[config.mk]
export PLATFORM = sky130hd
export DESIGN_NAME = dual_role_serial_if
export DESIGN_NICKNAME = d
export VERILOG_FILES = /design/src/rtl/dsi_pkg.sv /design/src/rtl/dsi_edge_sync.sv /design/src/rtl/dsi_regfile.sv /design/src/rtl/dsi_cfg_slave.sv /design/src/rtl/dsi_rx_master.sv /design/src/rtl/dual_role_serial_if.sv
export SDC_FILE = /design/constraint.sdc
export NUM_CORES = 1
export LEC_CHECK = 0
export CAP_MARGIN = 40
export CORE_MARGIN = 2
export CORE_UTILIZATION = 50
export CTS_BUF_LIST = sky130_fd_sc_hd__clkbuf_16
export DETAILED_ROUTE_END_ITERATION = 8
export HOLD_SLACK_MARGIN = 0.1
export PLACE_DENSITY = 0.74
export SLEW_MARGIN = 30
export SYNTH_ARGS = -nofsm -noshare
export SYNTH_HDL_FRONTEND = slang
export SYNTH_HIERARCHICAL = 1
export SYNTH_SLANG_ARGS = --single-unit
[constraint.sdc]
create_clock -name clk -period 3.15 [get_ports clk]
set_clock_uncertainty 0.05 [all_clocks]
set_input_delay 0.63 -clock clk [delete_from_list [all_inputs] [get_ports clk]]
set_output_delay 0.63 -clock clk [all_outputs]
set_load 0.1 [all_outputs]
[src/rtl/dsi_pkg.sv]
package dsi_pkg;
  localparam int BYTE_BITS = 8;

  typedef enum logic {
    PH_CMD  = 1'b0,
    PH_DATA = 1'b1
  } frame_ph_t;
endpackage

[src/rtl/dsi_edge_sync.sv]
module dsi_edge_sync #(
  parameter int STAGES = 2
) (
  input  logic clk,
  input  logic rst,
  input  logic sck_in,
  input  logic mosi_in,
  output logic sck_rise,
  output logic sck_fall,
  output logic mosi_s
);
  logic [STAGES:0]   sck_pipe;
  logic [STAGES-1:0] mosi_pipe;

  always_ff @(posedge clk) begin
    if (rst) begin
      sck_pipe  <= '0;
      mosi_pipe <= '0;
    end else begin
      sck_pipe  <= {sck_pipe[STAGES-1:0], sck_in};
      mosi_pipe <= {mosi_pipe[STAGES-2:0], mosi_in};
    end
  end

  assign sck_rise = sck_pipe[STAGES-1] & ~sck_pipe[STAGES];
  assign sck_fall = ~sck_pipe[STAGES-1] & sck_pipe[STAGES];
  assign mosi_s   = mosi_pipe[STAGES-1];
endmodule

[src/rtl/dsi_regfile.sv]
module dsi_regfile #(
  parameter int DW    = 8,
  parameter int DEPTH = 16,
  localparam int AW   = $clog2(DEPTH)
) (
  input  logic          clk,
  input  logic          we,
  input  logic [AW-1:0] waddr,
  input  logic [DW-1:0] wdata,
  input  logic          re,
  input  logic [AW-1:0] raddr,
  output logic [DW-1:0] rdata
);
  logic [DW-1:0] mem [DEPTH];

  always_ff @(posedge clk) begin
    if (we) mem[waddr] <= wdata;
  end

  always_ff @(posedge clk) begin
    if (re) rdata <= mem[raddr];
  end
endmodule

[src/rtl/dsi_cfg_slave.sv]
module dsi_cfg_slave
  import dsi_pkg::*;
#(
  parameter int DEPTH = 16,
  localparam int AW   = $clog2(DEPTH)
) (
  input  logic clk,
  input  logic rst,
  input  logic active,
  input  logic sck_rise,
  input  logic sck_fall,
  input  logic mosi_bit,
  output logic miso_bit
);
  logic [2:0]           bit_cnt;
  logic [BYTE_BITS-2:0] sh;
  frame_ph_t            ph;
  logic                 cmd_rd;
  logic [AW-1:0]        cmd_addr;
  logic [BYTE_BITS-1:0] tx_sh;
  logic                 we, re, ld;
  logic [BYTE_BITS-1:0] wdata;
  logic [BYTE_BITS-1:0] rdata;

  dsi_regfile #(.DW(BYTE_BITS), .DEPTH(DEPTH)) u_regs (
    .clk   (clk),
    .we    (we),
    .waddr (cmd_addr),
    .wdata (wdata),
    .re    (re),
    .raddr (cmd_addr),
    .rdata (rdata)
  );

  always_ff @(posedge clk) begin
    if (rst || !active) begin
      bit_cnt  <= '0;
      sh       <= '0;
      ph       <= PH_CMD;
      cmd_rd   <= 1'b0;
      cmd_addr <= '0;
      tx_sh    <= '0;
      miso_bit <= 1'b0;
      we       <= 1'b0;
      re       <= 1'b0;
      ld       <= 1'b0;
      wdata    <= '0;
    end else begin
      we <= 1'b0;
      re <= 1'b0;
      ld <= re;
      if (ld) tx_sh <= rdata;
      if (sck_fall) begin
        sh      <= {sh[BYTE_BITS-3:0], mosi_bit};
        bit_cnt <= bit_cnt + 3'd1;
        if (bit_cnt == 3'd7) begin
          if (ph == PH_CMD) begin
            cmd_rd   <= sh[BYTE_BITS-2];
            cmd_addr <= {sh[AW-2:0], mosi_bit};
            re       <= sh[BYTE_BITS-2];
            ph       <= PH_DATA;
          end else begin
            we    <= ~cmd_rd;
            wdata <= {sh, mosi_bit};
            ph    <= PH_CMD;
          end
        end
      end
      if (sck_rise) begin
        if (ph == PH_DATA && cmd_rd) begin
          miso_bit <= tx_sh[BYTE_BITS-1];
          tx_sh    <= {tx_sh[BYTE_BITS-2:0], 1'b0};
        end else begin
          miso_bit <= 1'b0;
        end
      end
    end
  end


  cfg_bitcnt_clear_chk: assert property (@(posedge clk) disable iff (rst)
    !active |=> (bit_cnt == 3'd0));


  cfg_write_after_fall_chk: assert property (@(posedge clk) disable iff (rst)
    we |-> $past(sck_fall));
endmodule

[src/rtl/dsi_rx_master.sv]
module dsi_rx_master
  import dsi_pkg::*;
#(
  parameter int SCK_DIV = 4,
  localparam int CW     = (SCK_DIV > 2) ? $clog2(SCK_DIV) : 1
) (
  input  logic                 clk,
  input  logic                 rst,
  input  logic                 active,
  input  logic [BYTE_BITS-1:0] rx_data,
  input  logic                 rx_valid,
  output logic                 rx_ready,
  output logic                 sck_o,
  output logic                 mosi_o
);
  localparam logic [CW-1:0] LAST = CW'(SCK_DIV - 1);

  logic                 busy, half;
  logic [2:0]           bit_cnt;
  logic [CW-1:0]        div_cnt;
  logic [BYTE_BITS-1:0] sh;

  always_ff @(posedge clk) begin
    if (rst || !active) begin
      busy     <= 1'b0;
      half     <= 1'b0;
      bit_cnt  <= '0;
      div_cnt  <= '0;
      sh       <= '0;
      rx_ready <= 1'b0;
    end else if (!busy) begin
      if (rx_ready && rx_valid) begin
        busy     <= 1'b1;
        rx_ready <= 1'b0;
        sh       <= rx_data;
        div_cnt  <= '0;
        half     <= 1'b0;
        bit_cnt  <= '0;
      end else begin
        rx_ready <= 1'b1;
      end
    end else if (div_cnt == LAST) begin
      div_cnt <= '0;
      half    <= ~half;
      if (half) begin
        sh      <= {sh[BYTE_BITS-2:0], 1'b0};
        bit_cnt <= bit_cnt + 3'd1;
        if (bit_cnt == 3'd7) begin
          busy     <= 1'b0;
          rx_ready <= 1'b1;
        end
      end
    end else begin
      div_cnt <= div_cnt + CW'(1);
    end
  end

  assign sck_o  = busy & half;
  assign mosi_o = busy & sh[BYTE_BITS-1];


  rx_idle_counters_chk: assert property (@(posedge clk) disable iff (rst)
    !busy |-> (bit_cnt == 3'd0 && !half));


  rx_handshake_chk: assert property (@(posedge clk) disable iff (rst)
    ($fell(rx_ready) && $past(active)) |-> $past(rx_valid));
endmodule

[src/rtl/dual_role_serial_if.sv]
module dual_role_serial_if
  import dsi_pkg::*;
#(
  parameter int SCK_DIV     = 4,
  parameter int REG_DEPTH   = 16,
  parameter int SYNC_STAGES = 2
) (
  input  logic                 clk,
  input  logic                 rst,
  input  logic                 cfg_n,
  input  logic                 bus_off,
  input  logic                 wake,
  input  logic                 sck_in,
  output logic                 sck_out,
  output logic                 sck_oe,
  input  logic                 mosi_in,
  output logic                 mosi_out,
  output logic                 mosi_oe,
  output logic                 miso_out,
  output logic                 miso_oe,
  input  logic [BYTE_BITS-1:0] rx_data,
  input  logic                 rx_valid,
  output logic                 rx_ready
);
  logic cfg_act, rx_act;
  logic sck_rise, sck_fall, mosi_s;
  logic cfg_miso, rx_sck, rx_mosi;

  assign cfg_act = wake & ~bus_off & ~cfg_n;
  assign rx_act  = wake & ~bus_off & cfg_n;

  dsi_edge_sync #(.STAGES(SYNC_STAGES)) u_sync (
    .clk      (clk),
    .rst      (rst),
    .sck_in   (sck_in),
    .mosi_in  (mosi_in),
    .sck_rise (sck_rise),
    .sck_fall (sck_fall),
    .mosi_s   (mosi_s)
  );

  dsi_cfg_slave #(.DEPTH(REG_DEPTH)) u_cfg (
    .clk      (clk),
    .rst      (rst),
    .active   (cfg_act),
    .sck_rise (sck_rise),
    .sck_fall (sck_fall),
    .mosi_bit (mosi_s),
    .miso_bit (cfg_miso)
  );

  dsi_rx_master #(.SCK_DIV(SCK_DIV)) u_rx (
    .clk      (clk),
    .rst      (rst),
    .active   (rx_act),
    .rx_data  (rx_data),
    .rx_valid (rx_valid),
    .rx_ready (rx_ready),
    .sck_o    (rx_sck),
    .mosi_o   (rx_mosi)
  );

  always_ff @(posedge clk) begin
    if (rst) begin
      sck_out  <= 1'b0;
      sck_oe   <= 1'b0;
      mosi_out <= 1'b0;
      mosi_oe  <= 1'b0;
      miso_out <= 1'b0;
      miso_oe  <= 1'b0;
    end else begin
      sck_oe   <= rx_act;
      mosi_oe  <= rx_act;
      miso_oe  <= cfg_act;
      sck_out  <= rx_sck & rx_act;
      mosi_out <= rx_mosi & rx_act;
      miso_out <= cfg_miso & cfg_act;
    end
  end


  bus_release_chk: assert property (@(posedge clk) disable iff (rst)
    bus_off |=> (!sck_oe && !mosi_oe && !miso_oe));


  standby_quiet_chk: assert property (@(posedge clk) disable iff (rst)
    !wake |=> (!sck_oe && !mosi_oe && !miso_oe && !sck_out));


  single_driver_chk: assert property (@(posedge clk) disable iff (rst)
    !(sck_oe && miso_oe));


  idle_low_chk: assert property (@(posedge clk) disable iff (rst)
    (rx_ready && $past(rx_ready) && $past(rx_act)) |-> (!sck_out && !mosi_out));
endmodule

==> impl.org <==
** Clocking
- Post-CTS timing repair inserted 0 buffers for setup.
- Clk pin slew, worst setup/hold paths :: 0.07 ns
- CTS tree :: done
- Hold repair after CTS inserted 0 buffers.
- Later-pin clock latency in the skew report :: 0.43 ns
- Bufs on Longest Clock Path :: 2
- In this run, post-CTS repair resized a total of 0 instances.
- Clock root cell :: sky130_fd_sc_hd__clkbuf_16
- Total clock buffers created by CTS :: 17
- The clock tree synthesis step divided the H-tree into 4 levels.
- Num Clock Sinks :: about 200

** STA
- Share of the clock period used by the worst path :: 66.4%
- Static timing analysis puts the maximum clock frequency at 0.478 GHz.
- At the pin with the least slew margin, the transition time is 0.833 ns.
- Total Negative Setup Slacks :: 0 ns
- Final-report max-slew violation count :: 0
- Setup slack on the critical path of the routed design comes to 1.06 ns.
- Slew HR :: 44.2%
- Setup repair after global routing left no endpoint under its margin.
- The hold violation total from the final report came to 0.
- The routed design could run at a clock period as short as roughly 2.1 ns.
- Setup violations remaining at the end of the flow were counted as 0.

** Floorplanning
- Std cell rows :: 46
- Pin placement for this block handled 23 I/O pins.
- Die extent in x :: around 130 um
- Effective utilization at floorplan :: 50.7%
- Core area :: 15700 sq um
- The die covers 17000 sq um.
- DIE HEIGHT :: 130 um

** Place
- Placed inst area :: 8400 sq um
- Setup slack at placement :: 0.749 ns
- Number of port buffers :: 22
- Post-detailed-placement half-perimeter wirelength :: 9830 um
- Weighted congestion at the end of routability-driven global placement :: 0.802

** Run status
- The run finished with clean final reports.

** Logic synthesis
- In the post-synthesis netlist, the biggest area contributors are sky130_fd_sc_hd__edfxtp_1 51%, sky130_fd_sc_hd__dfxtp_1 16%, sky130_fd_sc_hd__mux4_2 5.1%.
- For this run, asynchronously set or reset flops after synthesis account for 0%.
- Number of different library cells in the post-synthesis netlist :: 45
- The number of nets handed over by synthesis was between 500 and 600.
- Summed over all instances, the cell type with the most area after synthesis is sky130_fd_sc_hd__edfxtp_1.
- Cell with the most instances after synthesis :: sky130_fd_sc_hd__edfxtp_1
- Per-instance average area after synthesis :: 16.3 sq um
- The synthesized design contains 136 enable-type register cells.
- Netlist area before placement :: 7970 sq um
- Counting flops and latches in the post-synthesis netlist gives between 150 and 200.
- Post-synthesis sequential area ratio :: 66.8%
- Portion of synthesized cell area occupied by the leading cell type :: 51.2%
- The commonest cells after synthesis are 136 x sky130_fd_sc_hd__edfxtp_1, 62 x sky130_fd_sc_hd__dfxtp_1, 36 x sky130_fd_sc_hd__mux2i_1.
- The cell count after synthesis came out at 488.
- Dominant synthesized flop cell :: sky130_fd_sc_hd__edfxtp_1
- Warning count from the yosys run :: 6

** Detailed routing
- After detailed routing, the number of remaining DRC violations is 0.
- Before antenna repair, the detailed router went through 5 iterations.
- Dividing the detail-routed via count by the number of cells gives 5.71.
- After detailed routing, no signal wire sits above met4.
- The routed design uses ~700 um of met3 wire.
- Number of violations reported at the end of detailed-routing iteration 0 :: around 360
- Routed Antenna Nets :: 0
- Detailed routing placed a total of 8100 um of wire on met2.
- Total via count after detailed routing :: around 4300
- After detailed routing, the total wire length is 15400 um.
- After detailed routing, the wire length on met1 is 6290 um.
- After detailed routing, the average wire length per cell comes to 20.6 um.

** Pwr
- Cell internal power was estimated by the tool at 4000 uW.
- Sequential cells burn around 56% of the power.
- Share of total power in the clock network :: a little over two fifths
- Combinational power share :: under 10%
- Leakage power of the design :: 0.00275 uW
- Share of total power consumed by net switching :: about a fifth
- Across the VDD grid, the largest voltage drop is 0.427 mV.
- For this design the total switching power over the nets is between 900 and 1000 uW.
- Power spread over the standard cell area amounts to 549 nW/um^2.

** Layout
- Once layout is done, the placed cells without fillers occupy roughly 9000 sq um.
- Share of final-layout standard cells stronger than drive strength 1 :: 17.6%
- Ant. Diodes :: 0
- In the final design database the tool counted 542 nets.
- Relative to the synthesized area, the layout overhead comes to 13.2%.

** Global route
- Via count of the first global-routing pass :: 4317
- Number of antenna violations at the first check in global routing :: 0
- Entering global routing, the biggest net connects 41 pins.
- All-layer global routing usage :: 19.6%
- Global-route wire length before repair :: ~24000 um
- Overall overflow remaining after global route :: 0

** Worst setup path
- By startpoint and endpoint, the worst setup path is classified as flop to flop.
- Worst-path maximum fanout :: 22
- Worst setup SP type :: flop
- At the worst endpoint, the required time is 3.28 ns.
- Data arrives at the worst endpoint at ~2.2 ns.
- Flop-to-flop setup slack :: 1.06 ns
- Endpoint type of the worst setup path :: flop

** Worst hold path
- The path class of the tightest hold or removal check is flop to flop.

** Run
- Number of violations of the max-capacitance limit :: 0
## worst max-delay path, cell delays in order, from the launching register on
cell	delay, ns
sky130_fd_sc_hd__dfxtp_2	0.50
sky130_fd_sc_hd__buf_12	0.23
sky130_fd_sc_hd__buf_4	0.21
sky130_fd_sc_hd__mux4_1	0.57
sky130_fd_sc_hd__a22oi_1	0.19
sky130_fd_sc_hd__nand2_1	0.08
## through the flow
| stage | std cells | power (uW) | hold WS, ns | utilization (%) |
|---|---|---|---|---|
| finish | 750 | 4950 | 0.389 | 57.4 |
| global route | 750 | 5090 | 0.414 | 57.4 |
| CTS | 748 | 4980 | 0.393 | 57.2 |
| detailed placement | 716 | 2870 | 0.379 | 53.4 |
| global placement | 716 | 2870 | 0.369 | 53.3 |
| floorplan | 488 | 2850 | 0.364 | - |
## metal layers
| metal | global-route usage, % | vias up |
|---|---|---|
| li1 | - | 1991 |
| met4 | 7.97 | 0 |
| met3 | 4.26 | 24 |
| met5 | 0 | - |
| met1 | 24.4 | 2168 |
| met2 | 33.6 | 102 |
## final cells by class
class	instances	area, sq um
clock inverter	12	95.1
multi-input combinational	257	2430
timing repair buffer	45	392
clock buffer	20	500
sequential	198	5330
fill	1154	6690
tap	216	270
inverter	2	7.51
## layout by cell type, fill, tap and decap left out, drive strengths merged, types with 2 or more instances in the layout
master	count
inv	6
nand4b	2
a211oi	20
mux4	32
and3	13
clkbuf	20
nand3b	25
edfxtp	136
clkdlybuf4s50	15
nor2b	11
mux2i	36
and2	4
nor2	28
and4b	7
buf	30
nand2	13
nand4	2
a21oi	7
nand3	9
ha	5
dfxtp	62
a22oi	18
nand2b	7
clkinv	6
nor3	7
## power groups by stage
stage / Combinational, uW / Clock, uW / Sequential, uW
after floorplan: 32.9 / 0 / 2810
after global placement: 66.4 / 0 / 2810
after detailed placement: 68.3 / 0 / 2810
after CTS: 68.6 / 2170 / 2750
after global routing: 73.2 / 2270 / 2750
final: 68.2 / 2140 / 2750
## logic make-up after synthesis
group,share of synthesized area [%]
compound gates,4.94
xor+xnor,0.110
fa+ha+maj,0.785
buf+inv,2.89
flops,66.8
mux,14.4
simple gates,10.1
## registers in the layout, summed over array words and instances, names as in the netlist, 3 cells and up
signal / cells
u_cfg/u_regs/mem: 128
u_cfg/tx_sh: 8
u_cfg/u_regs/rdata: 8
u_cfg/wdata: 8
u_rx/sh: 8
u_cfg/sh: 7
u_cfg/cmd_addr: 4
u_cfg/bit_cnt: 3
u_rx/bit_cnt: 3
u_sync/sck_pipe: 3
## path summary, 6_finish.rpt
check / startpoint / to / cells past startpoint
max: u_cfg/cmd_addr[0] / u_cfg/u_regs/rdata[1] / 5
min: u_sync/sck_pipe[0] / u_sync/sck_pipe[1] / 1
max reg2reg: u_cfg/cmd_addr[0] / u_cfg/u_regs/rdata[1] / 5
min reg2reg: u_sync/sck_pipe[0] / u_sync/sck_pipe[1] / 1
Power figures use the tool's default switching activity.
